<file path="src/rtl/ovl_pkg.sv">
package ovl_pkg;

   localparam int LAG_1TO1 = 37;
   localparam int LAG_4TO1 = 52;
   localparam int LAG_5TO1 = 57;
   localparam int ROW_BIAS = 32;

   typedef enum logic [1:0] {
      MUX_1TO1 = 2'b00,
      MUX_4TO1 = 2'b01,
      MUX_5TO1 = 2'b10,
      MUX_RSVD = 2'b11
   } mux_mode_e;

   // packed MSB first: bit6 bitmap, bit5 crosshair, bit4 combine, [3:2] mux, [1:0] thickness
   typedef struct packed {
      logic      bm_en;
      logic      xh_en;
      logic      or_join;
      mux_mode_e mux;
      logic [1:0] thick;
   } ctl_t;

   function automatic int mux_lag(mux_mode_e m);
      case (m)
         MUX_4TO1: return LAG_4TO1;
         MUX_5TO1: return LAG_5TO1;
         default:  return LAG_1TO1;
      endcase
   endfunction

endpackage

</file>
<file path="src/rtl/ovl_axis_rel.sv">
module ovl_axis_rel #(
   parameter int COORD_W = 12,
   parameter int EXT_W   = COORD_W + 2
) (
   input  logic [COORD_W-1:0]      pos,
   input  logic [COORD_W-1:0]      anchor,
   input  logic signed [EXT_W-1:0] adj,
   output logic signed [EXT_W-1:0] rel
);

   logic signed [EXT_W-1:0] pos_s;
   logic signed [EXT_W-1:0] anchor_s;

   always_comb begin
      pos_s    = $signed({{(EXT_W-COORD_W){1'b0}}, pos});
      anchor_s = $signed({{(EXT_W-COORD_W){1'b0}}, anchor});
      rel      = pos_s - anchor_s + adj;
   end

endmodule

</file>
<file path="src/rtl/ovl_map_fetch.sv">
module ovl_map_fetch #(
   parameter int EXT_W  = 14,
   parameter int DIM_W  = 6,
   parameter int SUB_W  = 3,
   parameter int ADDR_W = 2*DIM_W - SUB_W
) (
   input  logic signed [EXT_W-1:0] rel_c,
   input  logic signed [EXT_W-1:0] rel_r,
   output logic                    in_map,
   output logic [ADDR_W-1:0]       addr,
   output logic [SUB_W-1:0]        sub
);

   logic c_in;
   logic r_in;

   always_comb begin
      c_in   = !rel_c[EXT_W-1] && (rel_c[EXT_W-2:DIM_W] == '0);
      r_in   = !rel_r[EXT_W-1] && (rel_r[EXT_W-2:DIM_W] == '0);
      in_map = c_in && r_in;
      addr   = {rel_r[DIM_W-1:0], rel_c[DIM_W-1:SUB_W]};
      sub    = rel_c[SUB_W-1:0];
   end

endmodule

</file>
<file path="src/rtl/ovl_field_pick.sv">
module ovl_field_pick #(
   parameter int WORD_W   = 16,
   parameter int PIX_BITS = 2,
   parameter int SUB_W    = 3,
   parameter int NFIELD   = WORD_W / PIX_BITS
) (
   input  logic [WORD_W-1:0] word,
   input  logic [SUB_W-1:0]  sub,
   output logic              lit
);

   logic [NFIELD-1:0] fld_nz;

   for (genvar k = 0; k < NFIELD; k++) begin : g_fld
      assign fld_nz[k] = |word[k*PIX_BITS +: PIX_BITS];
   end

   assign lit = fld_nz[sub];

endmodule

</file>
<file path="src/rtl/ovl_crosshair.sv">
module ovl_crosshair #(
   parameter int COORD_W = 12,
   parameter int EXT_W   = COORD_W + 2
) (
   input  logic signed [EXT_W-1:0] rel_c,
   input  logic signed [EXT_W-1:0] rel_r,
   input  logic signed [EXT_W-1:0] win_c,
   input  logic signed [EXT_W-1:0] win_r,
   input  logic [COORD_W-1:0]      win_w,
   input  logic [COORD_W-1:0]      win_h,
   input  logic [1:0]              thick,
   output logic                    hit
);

   logic signed [EXT_W-1:0] mag_c;
   logic signed [EXT_W-1:0] mag_r;
   logic signed [EXT_W-1:0] half;
   logic signed [EXT_W-1:0] w_s;
   logic signed [EXT_W-1:0] h_s;
   logic                    in_win;
   logic                    on_line;

   always_comb begin
      mag_c   = rel_c[EXT_W-1] ? -rel_c : rel_c;
      mag_r   = rel_r[EXT_W-1] ? -rel_r : rel_r;
      half    = $signed({{(EXT_W-2){1'b0}}, thick});
      w_s     = $signed({{(EXT_W-COORD_W){1'b0}}, win_w});
      h_s     = $signed({{(EXT_W-COORD_W){1'b0}}, win_h});
      in_win  = !win_c[EXT_W-1] && (win_c < w_s) &&
                !win_r[EXT_W-1] && (win_r < h_s);
      on_line = (mag_c <= half) || (mag_r <= half);
      hit     = in_win && on_line;
   end

endmodule

</file>
<file path="src/rtl/ovl_cursor_overlay.sv">
module ovl_cursor_overlay
   import ovl_pkg::*;
#(
   parameter int COORD_W  = 12,
   parameter int MAP_DIM  = 64,
   parameter int WORD_W   = 16,
   parameter int PIX_BITS = 2,
   parameter int H_OFF    = 412,
   parameter int V_OFF    = 68,
   localparam int DIM_W   = $clog2(MAP_DIM),
   localparam int PPW     = WORD_W / PIX_BITS,
   localparam int SUB_W   = $clog2(PPW),
   localparam int ADDR_W  = 2*DIM_W - SUB_W,
   localparam int EXT_W   = COORD_W + 2
) (
   input  logic               clk,
   input  logic               rst_n,
   input  logic [COORD_W-1:0] pix_x,
   input  logic [COORD_W-1:0] pix_y,
   input  logic [6:0]         ctl,
   input  logic [COORD_W-1:0] cur_x,
   input  logic [COORD_W-1:0] cur_y,
   input  logic [COORD_W-1:0] win_x,
   input  logic [COORD_W-1:0] win_y,
   input  logic [COORD_W-1:0] win_w,
   input  logic [COORD_W-1:0] win_h,
   output logic [ADDR_W-1:0]  map_addr,
   input  logic [WORD_W-1:0]  map_data,
   output logic               cur_pix
);

   // elaboration-time parameter checks
   if (WORD_W % PIX_BITS != 0) begin : g_bad_field
      $error("WORD_W must be a multiple of PIX_BITS");
   end
   if ((1 << DIM_W) != MAP_DIM) begin : g_bad_dim
      $error("MAP_DIM must be a power of two");
   end
   if ((1 << SUB_W) != PPW || PPW > MAP_DIM) begin : g_bad_ppw
      $error("pixels per word must be a power of two not above MAP_DIM");
   end
   if (EXT_W - 2 < DIM_W) begin : g_bad_coord
      $error("COORD_W too narrow for MAP_DIM");
   end
   if (H_OFF < 0 || H_OFF >= (1 << COORD_W) || V_OFF < 0 || V_OFF >= (1 << COORD_W)) begin : g_bad_off
      $error("offsets must fit the coordinate width");
   end

   localparam int NAX = 4;

   ctl_t                    c;
   logic signed [EXT_W-1:0] adj_c;
   logic signed [EXT_W-1:0] adj_r;
   logic [COORD_W-1:0]      ax_pos [NAX];
   logic [COORD_W-1:0]      ax_anc [NAX];
   logic signed [EXT_W-1:0] ax_adj [NAX];
   logic signed [EXT_W-1:0] ax_rel [NAX];

   always_comb begin
      c     = ctl_t'(ctl);
      adj_c = EXT_W'(H_OFF) - EXT_W'(mux_lag(c.mux));
      adj_r = EXT_W'(V_OFF) - EXT_W'(ROW_BIAS);
   end

   // axes: 0 cursor column, 1 cursor row, 2 window column, 3 window row
   assign ax_pos[0] = pix_x;  assign ax_anc[0] = cur_x;  assign ax_adj[0] = adj_c;
   assign ax_pos[1] = pix_y;  assign ax_anc[1] = cur_y;  assign ax_adj[1] = adj_r;
   assign ax_pos[2] = pix_x;  assign ax_anc[2] = win_x;  assign ax_adj[2] = adj_c;
   assign ax_pos[3] = pix_y;  assign ax_anc[3] = win_y;  assign ax_adj[3] = adj_r;

   for (genvar a = 0; a < NAX; a++) begin : g_axis
      ovl_axis_rel #(.COORD_W(COORD_W), .EXT_W(EXT_W)) u_rel (
         .pos    (ax_pos[a]),
         .anchor (ax_anc[a]),
         .adj    (ax_adj[a]),
         .rel    (ax_rel[a])
      );
   end

   logic              in_map;
   logic [ADDR_W-1:0] addr_nx;
   logic [SUB_W-1:0]  sub_nx;
   logic              xh_raw;

   ovl_map_fetch #(.EXT_W(EXT_W), .DIM_W(DIM_W), .SUB_W(SUB_W), .ADDR_W(ADDR_W)) u_fetch (
      .rel_c  (ax_rel[0]),
      .rel_r  (ax_rel[1]),
      .in_map (in_map),
      .addr   (addr_nx),
      .sub    (sub_nx)
   );

   ovl_crosshair #(.COORD_W(COORD_W), .EXT_W(EXT_W)) u_xh (
      .rel_c (ax_rel[0]),
      .rel_r (ax_rel[1]),
      .win_c (ax_rel[2]),
      .win_r (ax_rel[3]),
      .win_w (win_w),
      .win_h (win_h),
      .thick (c.thick),
      .hit   (xh_raw)
   );

   assign map_addr = addr_nx;

   // stage 1: decisions that do not need the map word
   logic             s1_bm_en;
   logic             s1_xh_en;
   logic             s1_or;
   logic             s1_bm_in;
   logic             s1_xh;
   logic [SUB_W-1:0] s1_sub;

   always_ff @(posedge clk or negedge rst_n) begin
      if (!rst_n) begin
         s1_bm_en <= 1'b0;
         s1_xh_en <= 1'b0;
         s1_or    <= 1'b0;
         s1_bm_in <= 1'b0;
         s1_xh    <= 1'b0;
         s1_sub   <= '0;
      end else begin
         s1_bm_en <= c.bm_en;
         s1_xh_en <= c.xh_en;
         s1_or    <= c.or_join;
         s1_bm_in <= c.bm_en & in_map;
         s1_xh    <= c.xh_en & xh_raw;
         s1_sub   <= sub_nx;
      end
   end

   // stage 2: field pick from the returned word, combine
   logic lit;
   logic bm_on;
   logic mix;

   ovl_field_pick #(.WORD_W(WORD_W), .PIX_BITS(PIX_BITS), .SUB_W(SUB_W)) u_pick (
      .word (map_data),
      .sub  (s1_sub),
      .lit  (lit)
   );

   always_comb begin
      bm_on = s1_bm_in & lit;
      case ({s1_bm_en, s1_xh_en})
         2'b11:   mix = s1_or ? (bm_on | s1_xh) : (bm_on & s1_xh);
         2'b10:   mix = bm_on;
         2'b01:   mix = s1_xh;
         default: mix = 1'b0;
      endcase
   end

   always_ff @(posedge clk or negedge rst_n) begin
      if (!rst_n) cur_pix <= 1'b0;
      else        cur_pix <= mix;
   end


   both_off_chk: assert property (@(posedge clk) disable iff (!rst_n)
      (!s1_bm_en && !s1_xh_en) |=> !cur_pix);

   or_join_chk: assert property (@(posedge clk) disable iff (!rst_n)
      (s1_bm_en && s1_xh_en && s1_or && s1_xh) |=> cur_pix);

   and_join_chk: assert property (@(posedge clk) disable iff (!rst_n)
      (s1_bm_en && s1_xh_en && !s1_or && !s1_xh) |=> !cur_pix);

   off_map_chk: assert property (@(posedge clk) disable iff (!rst_n)
      (!s1_bm_in && !s1_xh) |=> !cur_pix);

   zero_window_chk: assert property (@(posedge clk) disable iff (!rst_n)
      (win_x == '0 && win_y == '0 && win_w == '0 && win_h == '0) |-> !xh_raw);

endmodule

</file>
<file path="config.mk">
export PLATFORM = sky130hd
export DESIGN_NAME = ovl_cursor_overlay
export DESIGN_NICKNAME = d
export VERILOG_FILES = /design/src/rtl/ovl_pkg.sv /design/src/rtl/ovl_axis_rel.sv /design/src/rtl/ovl_map_fetch.sv /design/src/rtl/ovl_field_pick.sv /design/src/rtl/ovl_crosshair.sv /design/src/rtl/ovl_cursor_overlay.sv
export SDC_FILE = /design/constraint.sdc
export NUM_CORES = 1
export LEC_CHECK = 0
export BUFFER_PORTS_ARGS = -buffer_cell sky130_fd_sc_hd__buf_2
export CORE_ASPECT_RATIO = 0.75
export CORE_MARGIN = 2
export CORE_UTILIZATION = 50
export CTS_CLUSTER_SIZE = 30
export DETAILED_ROUTE_END_ITERATION = 6
export PLACE_DENSITY_LB_ADDON = 0.12
export RECOVER_POWER = 100
export REMOVE_ABC_BUFFERS = 1
export SETUP_SLACK_MARGIN = 0.1
export SLEW_MARGIN = 20
export SYNTH_ARGS = -nofsm -noshare
export SYNTH_HDL_FRONTEND = slang
export SYNTH_SLANG_ARGS = --single-unit
</file>
<file path="constraint.sdc">
create_clock -name clk -period 7.3 [get_ports clk]
set_clock_uncertainty 0.05 [all_clocks]
set_input_delay 0.365 -clock clk [delete_from_list [all_inputs] [get_ports clk]]
set_output_delay 0.365 -clock clk [all_outputs]
set_load 0.02 [all_outputs]
</file>
# After elaboration in Yosys (flattened, before gate mapping)

Index checks and enable logic that the tools add are counted.

Register bits: 9
Input bits: 121
Logic and storage cells: 62
Output and inout bits: 10

Muxes and demuxes: 7
Eq/ne operators: 5
Magnitude comparators: 5
Add/subtract/negate cells: 11
Reductions and logical operators: 22
Bitwise operators: 5

Operators by type and width:

| kind                                                                         | number |
|---|---|
| 12-bit by 12-bit subtractor with 13-bit output                               | 4 |
| 14-bit adder                                                                 | 2 |
| 14-bit by 7-bit adder with 14-bit output, second input constant              | 2 |
| 14-bit by 3-bit <= comparator with 1-bit output                              | 2 |
| 14-bit by 13-bit less-than comparator with 1-bit output                      | 2 |
| 14-bit two-way mux                                                           | 2 |
| 14-bit negation                                                              | 2 |
| 2-bit OR reduction                                                           | 8 |
| 7-bit zero test                                                              | 2 |
| 10-bit by 14-bit subtractor with 14-bit output, first input constant         | 1 |
| 5-bit case mux with 2 select lines                                           | 1 |
| 1-bit logical AND                                                            | 7 |
| 2-bit == test, second input constant                                         | 3 |
| 1-bit bitwise AND                                                            | 4 |
| 2-bit by 1-bit == test with 1-bit output, second input constant              | 2 |
| 1-bit zero test                                                              | 4 |
| 3-bit by 4-bit less-than comparator with 1-bit output, second input constant | 1 |
| 1-bit binary-select mux with 3-bit select                                    | 1 |
| 1-bit case mux with 3 select lines                                           | 1 |
| 1-bit two-way mux                                                            | 2 |
| 1-bit logical OR                                                             | 1 |
| 1-bit bitwise OR                                                             | 1 |

# Depth between registers and ports, before layout

Gate-level depths: netlist (run 1).

Depth after elaboration: 10
Gate-level depth with buffers: 24
Depth with buffers taken out: 24

# Cells and area by module

A second synthesis (run 1) with hierarchy kept.

Cells, all modules: 897
Area, all modules: 6535.0 µm²

Modules (own cells, without submodules):

| module                             | instances | sequential area each (µm²) | cells an instance | area an instance (µm²) |
|---|---|---|---|---|
| ovl_axis_rel (g_axis[0].u_rel ...) | 3         | 0.0                        | 162               | 1171.1 |
| ovl_axis_rel (g_axis[1].u_rel)     | 1         | 0.0                        | 172               | 1224.9 |
| ovl_crosshair                      | 1         | 0.0                        | 178               | 1222.4 |
| ovl_cursor_overlay                 | 1         | 225.2                      | 26                | 330.3 |
| ovl_map_fetch                      | 1         | 0.0                        | 17                | 123.9 |
| ovl_field_pick                     | 1         | 0.0                        | 18                | 120.1 |

# Least setup slack after synthesis (run 1)

OpenSTA, ideal clock, no wires.

Path type: input to register
From: input pix_x[0]
To: register s1_xh
Arrival: 4421 ps
Data required time: 7155 ps
Stages on the path: 24
Slack: 2733 ps
Buffers on the path: 0
Cell sequence: inv_1 -> ha_1 -> inv_1 -> fa_1 -> a21o_1 -> a211oi_1 -> nor2_1 -> ha_1 -> o21ai_0 -> a31oi_1 -> a211o_1 -> a21boi_0 -> o21a_1 -> nand2_1 -> xnor2_1 -> ha_1 -> and3_1 -> a31oi_1 -> nand4_1 -> nor2_1 -> o21ai_0 -> a2111oi_2 -> nand4_1 -> o32ai_2

Cells in the longest elaborated chain, start to end: 8
Elaborated cells between the ends (all ways): 15
Those cells by class: 5 x add/sub; 2 x order compare; 1 x mux; 1 x bitwise; 6 x reduce/logical

RTL lines:

| item                                                                                        | RTL line                                 | RTL |
|---|---|---|
| start: declaration                                                                          | ovl_cursor_overlay.sv:18                 | `input logic [COORD_W-1:0] pix_x,` |
| 12-bit by 12-bit subtractor with 13-bit output                                              | ovl_axis_rel.sv:17                       | `rel = pos_s - anchor_s + adj;` |
| 14-bit adder                                                                                | ovl_axis_rel.sv:17                       |  |
| 14-bit negation, or another cell as far along                                               | ovl_crosshair.sv:24                      | `mag_c = rel_c[EXT_W-1] ? -rel_c : rel_c;` |
| 14-bit two-way mux / 1-bit logical AND (equally long branches)                              | ovl_crosshair.sv:24, ovl_crosshair.sv:29 |  |
| 14-bit by 3-bit <= comparator with 1-bit output / 1-bit logical AND (equally long branches) | ovl_crosshair.sv:31, ovl_crosshair.sv:29 |  |
| 1-bit logical OR / 1-bit logical AND (equally long branches)                                | ovl_crosshair.sv:31, ovl_crosshair.sv:30 |  |
| 1-bit logical AND (*)                                                                       | ovl_crosshair.sv:32                      | `hit = in_win && on_line;` |
| 1-bit bitwise AND (*)                                                                       | ovl_cursor_overlay.sv:127                | `s1_xh <= c.xh_en & xh_raw;` |
| end signal: assignment                                                                      | ovl_cursor_overlay.sv:127                |  |
| end: declaration                                                                            | ovl_cursor_overlay.sv:111                | `logic s1_xh;` |

Every way passes the cells marked *; elsewhere a longest branch is shown, timed or not.

# Final worst setup path (run 1)

Ends and elaborated chain as after synthesis.

==> impl_metrics.json, run 1 <==
{
  "via_per_inst": 5.75,
  "vdd_drop_max_mv": 0.105,
  "num_rows": 33,
  "grt_usage_pct": 24.0,
  "fin_setup_tns_ps": 0,
  "tightestPinTransition_ps": 934,
  "max-slew-margin-rel_pct": 37.2,
  "synthCells": 809,
  "ys_warn_count": 0,
  "num_vias": 6119,
  "core_area_um2": 11100,
  "min_period_ps": 4990,
  "setup_viol": 0,
  "p_per_area_nw_per_um2": 160,
  "drtIter0Drc": 322,
  "cpPeakStageDelay_ps": 420,
  "overflow": 0,
  "synth-edff-count": 0,
  "avgSynthCellArea_um2": 7.09,
  "wl_mm": 15.3,
  "postRouteAntennaNets": 0,
  "grt_start_max_net_pins": 16,
  "synth_area_leaders": "ha_1, inv_1, xnor2_1, a21oi_1, nor2_1",
  "die_x_um": 128,
  "holdCritStartpoint": "ctl[4]",
  "stdcell_count": 1064,
  "p_leak_uw": 0.00325,
  "synth.ff_latch_count": 9,
  "hold_viol": 0,
  "grt_pass1_wl_mm": 25.5,
  "fin_nets": 1145,
  "placedCellCount": 1058,
  "gp_congestion": 0.945,
  "crit_fanout": 4,
  "clkSinkCount": 9,
  "hpwlAfterDp_mm": 13.3,
  "cts_tree": "done",
  "yosysSeqAreaShare_pct": 3.92,
  "cp_slowest_cell": "fa_1",
  "drive_gt1_share_pct": 16.5,
  "cap_viol_max_count": 0,
  "max_freq_mhz": 200,
  "crit_type": "input port to register",
  "cp-end-kind": "register",
  "synthFlopType": "dfrtp_1",
  "drt-pass1-iter-count": 5,
  "slew_viol_final": 0,
  "ioPinCount": 131,
  "r2r_start": "s1_sub[0]",
  "worstSkewPairLatency_ps": 240,
  "avgRoutedWirePerCell_um": 14.4,
  "crit_path_frequent_cell": "ha_1",
  "yosys.area.top_type_share_pct": 20.5,
  "async_flop_share_pct": 100,
  "dieArea_um2": 12400,
  "post-cts-setup-buffer-count": 0,
  "clock_tree.root_cell": "clkbuf_16",
  "die_y_um": 96.8,
  "fillCellCount": 1076,
  "post-route-period-util_pct": 68.4,
  "worstPathRequired_ps": 7380,
  "drc": 0,
  "grt_pass1_vias": 5679,
  "hold_path_class": "input port to register",
  "ctsHtreeMaxLevel": 1,
  "initial_utilization_pct": 51.9,
  "ys_types": 89,
  "port_buffers": 130,
  "antenna_found_initial": 0,
  "yosysTopAreaCell": "ha_1",
  "clockBufferDepth": 2,
  "startpoint_type": "input port",
  "cts_buffers": 3,
  "status": "finished, final reports clean",
  "syn_area_um2": 5740,
  "worstPathArrival_ps": 5080,
  "clk_pin_slew_worst_paths_ps": 40,
  "crit_start": "pix_x[0]",
  "rsz0062_at_grt": "no",
  "syn2layout_area_growth_pct": 13.1
}
[final timing paths]
path,slack (ps),endpoint,cells after the start
max in group asynchronous,6330,s1_xh_en,2
min reg2reg,480,cur_pix,2
max reg2reg,5720,cur_pix,5
max,2310,s1_xh,25
min in group asynchronous,550,cur_pix,2
min,190,s1_or,1
[final cells by class]
type	instances	area [µm²]	area share [%]
multi-input cells	670	4960	76.4
repair buffers	131	643	9.91
inverters	109	409	6.30
flip-flops and latches	9	225	3.47
well taps	140	175	2.70
clock buffers	4	78.8	1.21
diodes	1	2.50	0.0386
[cell families (layout without fill, tap and decap cells)]
kind of cell             count (synthesis)  after routing  share of synthesized area [%]
AO/OA/AOI/OAI                          241            241                           29.4
buffers and inverters                  130            244                           9.33
flip-flops                               9              9                           3.93
other                                    0              1                              0
XOR/XNOR                                56             56                           8.55
multiplexers                            13             13                           2.57
adder cells (fa/ha/maj)                101            101                           22.8
AND/OR/NAND/NOR                        259            259                           23.4
[power by group]
group	internal (µW)	leakage, µW	switching, µW
Clock	73.1	0.0000382	24.9
Sequential	55.4	0.000112	3.77
Combinational	371	0.00310	513
[cells in the mapped netlist (5+ instances only)]
| library cell | count |
|---|---|
| inv_1 | 109 |
| buf_4 | 9 |
| xnor2_1 | 42 |
| xor2_1 | 14 |
| ha_1 | 94 |
| nand2b_1 | 12 |
| a31oi_1 | 15 |
| nand4_1 | 5 |
| o22ai_1 | 5 |
| or2_2 | 8 |
| and2_1 | 8 |
| o21a_1 | 16 |
| o21ai_0 | 31 |
| o2111ai_1 | 7 |
| a211oi_1 | 11 |
| nor4_1 | 7 |
| buf_2 | 5 |
| nor2b_1 | 13 |
| nor3_1 | 22 |
| mux2i_1 | 8 |
| nand3_1 | 20 |
| dfrtp_1 | 9 |
| or3_1 | 8 |
| o211ai_1 | 11 |
| a211o_1 | 6 |
| nand3b_1 | 6 |
| nor2_1 | 67 |
| a21oi_1 | 61 |
| a21o_1 | 20 |
| nand2_1 | 49 |
| and3_1 | 9 |
| fa_1 | 6 |
[placed cells by master (no fill, tap or decap), types with 4 or more instances in the layout]
master and instances:
a211oi_1 12, a21boi_0 4, nand2_1 49, mux2_2 4, mux2i_1 8, dfrtp_1 9
ha_1 94, buf_2 116, nor2b_1 13, a21o_1 20, o21ai_1 4, a21oi_1 61
fa_1 6, o21a_1 16, nand3b_1 6, nor4_1 7, nand2b_1 12, or3_1 8
xor2_1 14, o2111ai_1 7, and2_1 8, clkbuf_1 15, o22ai_1 5, o21ai_0 31
or2_2 8, xnor2_1 42, and3_1 9, inv_1 109, a211o_1 6, nand4_1 5
nor3_1 22, o211ai_1 11, a31oi_1 15, nor2_1 67, nand3_1 20
[stage by stage]
stage / util, % / setup slack (ps) / hold WS [ps] / power, µW / cell area [µm²]
floorplan: - / 2730 / 19.4 / 739 / 5610
global placement: 58.2 / 2230 / 169 / 919 / 6440
detailed placement: 58.2 / 2110 / 173 / 942 / 6440
CTS: 59.0 / 2340 / 184 / 1050 / 6530
global route: 58.6 / 1920 / 192 / 1160 / 6490
finish: 58.7 / 2310 / 186 / 1040 / 6490
[per-layer routing]
layer  vias to the layer above  track usage, %  routed length [µm]
li1                       3144               -                   -
met1                      2782            37.1                7890
met2                       182            37.9                6520
met3                        11            1.11                 771
met4                         0            2.54                 100
met5                         -               0                   0
[sequential cells by signal, summed over array words and instances (netlist names)]
signal / count
s1_sub: 3
cur_pix: 1
s1_bm_en: 1
s1_bm_in: 1
s1_or: 1
s1_xh: 1
s1_xh_en: 1
[timing repair]
action	in CTS	in global routing
gates resized for setup	0	0
hold buffers	1	0
hold endpoints to repair	9	0
[critical path: cells and delay by family]
family	cells	cell delay [ps]
AO/OA/AOI/OAI	11	2400
adder cells (fa/ha/maj)	4	1250
AND/OR/NAND/NOR	6	700
buffers and inverters	3	210
XOR/XNOR	1	140
No activity file was read; power rests on OpenSTA's default activity.
==> run 2: changes to the inputs <==
Clock period 7.3 ns to 4.8 ns, I/O delays scaled along.
==> impl_metrics.json, run 2 (synthesis results as in run 1) <==
{
  "status": "finished, final reports clean",
  "startpoint_type": "input port",
  "num_rows": 33,
  "clk_pin_slew_worst_paths_ps": 40,
  "placed_area_um2": 6520,
  "die_x_um": 128,
  "port_buffers": 130,
  "vdd_drop_max_mv": 0.156,
  "via_per_inst": 5.71,
  "drive_gt1_share_pct": 18.3,
  "hpwlAfterDp_mm": 13.4,
  "worstSkewPairLatency_ps": 240,
  "dieArea_um2": 12400,
  "gp_congestion": 0.936,
  "layout_common_cells": "buf_2, inv_1, ha_1",
  "grt_pass1_wl_mm": 25.8,
  "cp-end-kind": "register",
  "fin_area_um2": 6610,
  "grt_start_max_net_pins": 11,
  "fin_nets": 1156,
  "postRouteAntennaNets": 0,
  "drtIter0Drc": 367,
  "p_per_area_nw_per_um2": 247,
  "initial_utilization_pct": 51.9,
  "layout_setup_ws_ps": 353,
  "overflow": 0,
  "cpPeakStageDelay_ps": 370,
  "syn2layout_area_growth_pct": 15.2,
  "grt_usage_pct": 24.5,
  "post-route-util_pct": 59.7,
  "drt-pass1-iter-count": 5,
  "p_leak_uw": 0.00331,
  "rsz0062_at_grt": "no",
  "worstPathArrival_ps": 4540,
  "clock_tree.root_cell": "clkbuf_16",
  "core_area_um2": 11100,
  "hold_path_class": "input port to register",
  "cts_tree": "done",
  "max-slew-margin-rel_pct": 34.2,
  "crit_fanout": 3,
  "ctsHtreeMaxLevel": 1,
  "max_freq_mhz": 225,
  "antenna_found_initial": 0,
  "top_register": "s1_sub",
  "mostFrequentLayoutCell": "buf_2",
  "tightestPinTransition_ps": 980,
  "avgRoutedWirePerCell_um": 14.4,
  "cp_slowest_cell": "fa_2",
  "largest_reg_flops": 3,
  "clkSinkCount": 9,
  "wl_mm": 15.5,
  "min_period_ps": 4450,
  "slew_viol_final": 0,
  "grt_pass1_vias": 5737,
  "setup_viol": 0,
  "path_delay_family": "compound AO/OA/AOI/OAI gates",
  "num_vias": 6134,
  "preCtsSetupSlack_ps": -199,
  "post-route-period-util_pct": 92.7,
  "cap_viol_max_count": 0,
  "path_buf_inv": 3,
  "clockBufferDepth": 2,
  "crit_type": "input port to register",
  "drc": 0,
  "cts_buffers": 3,
  "worstPathRequired_ps": 4890,
  "die_y_um": 96.8,
  "ioPinCount": 131,
  "hold_viol": 0
}
run 2: worst reg2reg max path: cells and delay by family (launching register included):
family,cells,cell delay [ps]
AND/OR/NAND/NOR,2,290
flip-flops,1,440
multiplexers,1,480
AO/OA/AOI/OAI,2,160
run 2: per-stage QoR:
stage                     TNS (ps)  total power, µW  instances  hold slack [ps]
after global routing             0             1810       1074             76.0
after floorplan                  0             1120        788             -106
after CTS                        0             1630       1074             70.2
after detailed placement      -199             1460       1069             47.7
final                            0             1640       1075             69.7
after global placement           0             1430       1069             44.4
run 2: power by group:
group	switching [µW]	internal [µW]	leakage (µW)
combinational	802	596	0.00316
clock	37.2	111	0.0000382
sequential	5.35	84.2	0.000112
run 2: cell type report:
class	instances	area, µm²
Fill cell	1041	4460
Timing Repair Buffer	142	726
Antenna cell	1	2.50
Multi-Input combinational cell	670	4990
Sequential cell	9	225
Tap cell	140	175
Clock buffer	4	78.8
Inverter	109	409
run 2: metal layers:
layer / GRT usage [%] / part of all wire, % / up-vias
li1: - / - / 3170
met1: 37.1 / 52 / 2786
met2: 39.1 / 43 / 165
met3: 1.38 / 4.5 / 13
met4: 2.79 / 0.64 / 0
met5: 0 / 0 / -
run 2: final timing paths:
| kind | startpoint | slack [ps] | cells past startpoint | endpoint |
|---|---|---|---|---|
| setup / recovery | pix_x[0] | 350 | 25 | s1_xh |
| hold / removal | ctl[4] | 70 | 1 | s1_or |
| setup reg to reg | s1_sub[0] | 3260 | 5 | cur_pix |
| hold reg to reg | s1_xh_en | 460 | 2 | cur_pix |
| max in group asynchronous | rst_n | 3960 | 2 | s1_bm_in |
| min in group asynchronous | rst_n | 420 | 2 | s1_sub[0] |
run 2: timing repair:
| action | 4_1_cts | 5_1_grt |
|---|---|---|
| endpoints found under the hold margin | 9 | 0 |
| hold buffers | 1 | 0 |
| setup buffers | 0 | 0 |
| setup endpoints to repair | 1 | 1 |
| pin swaps | 0 | 7 |
| gates resized for setup | 2 | 9 |
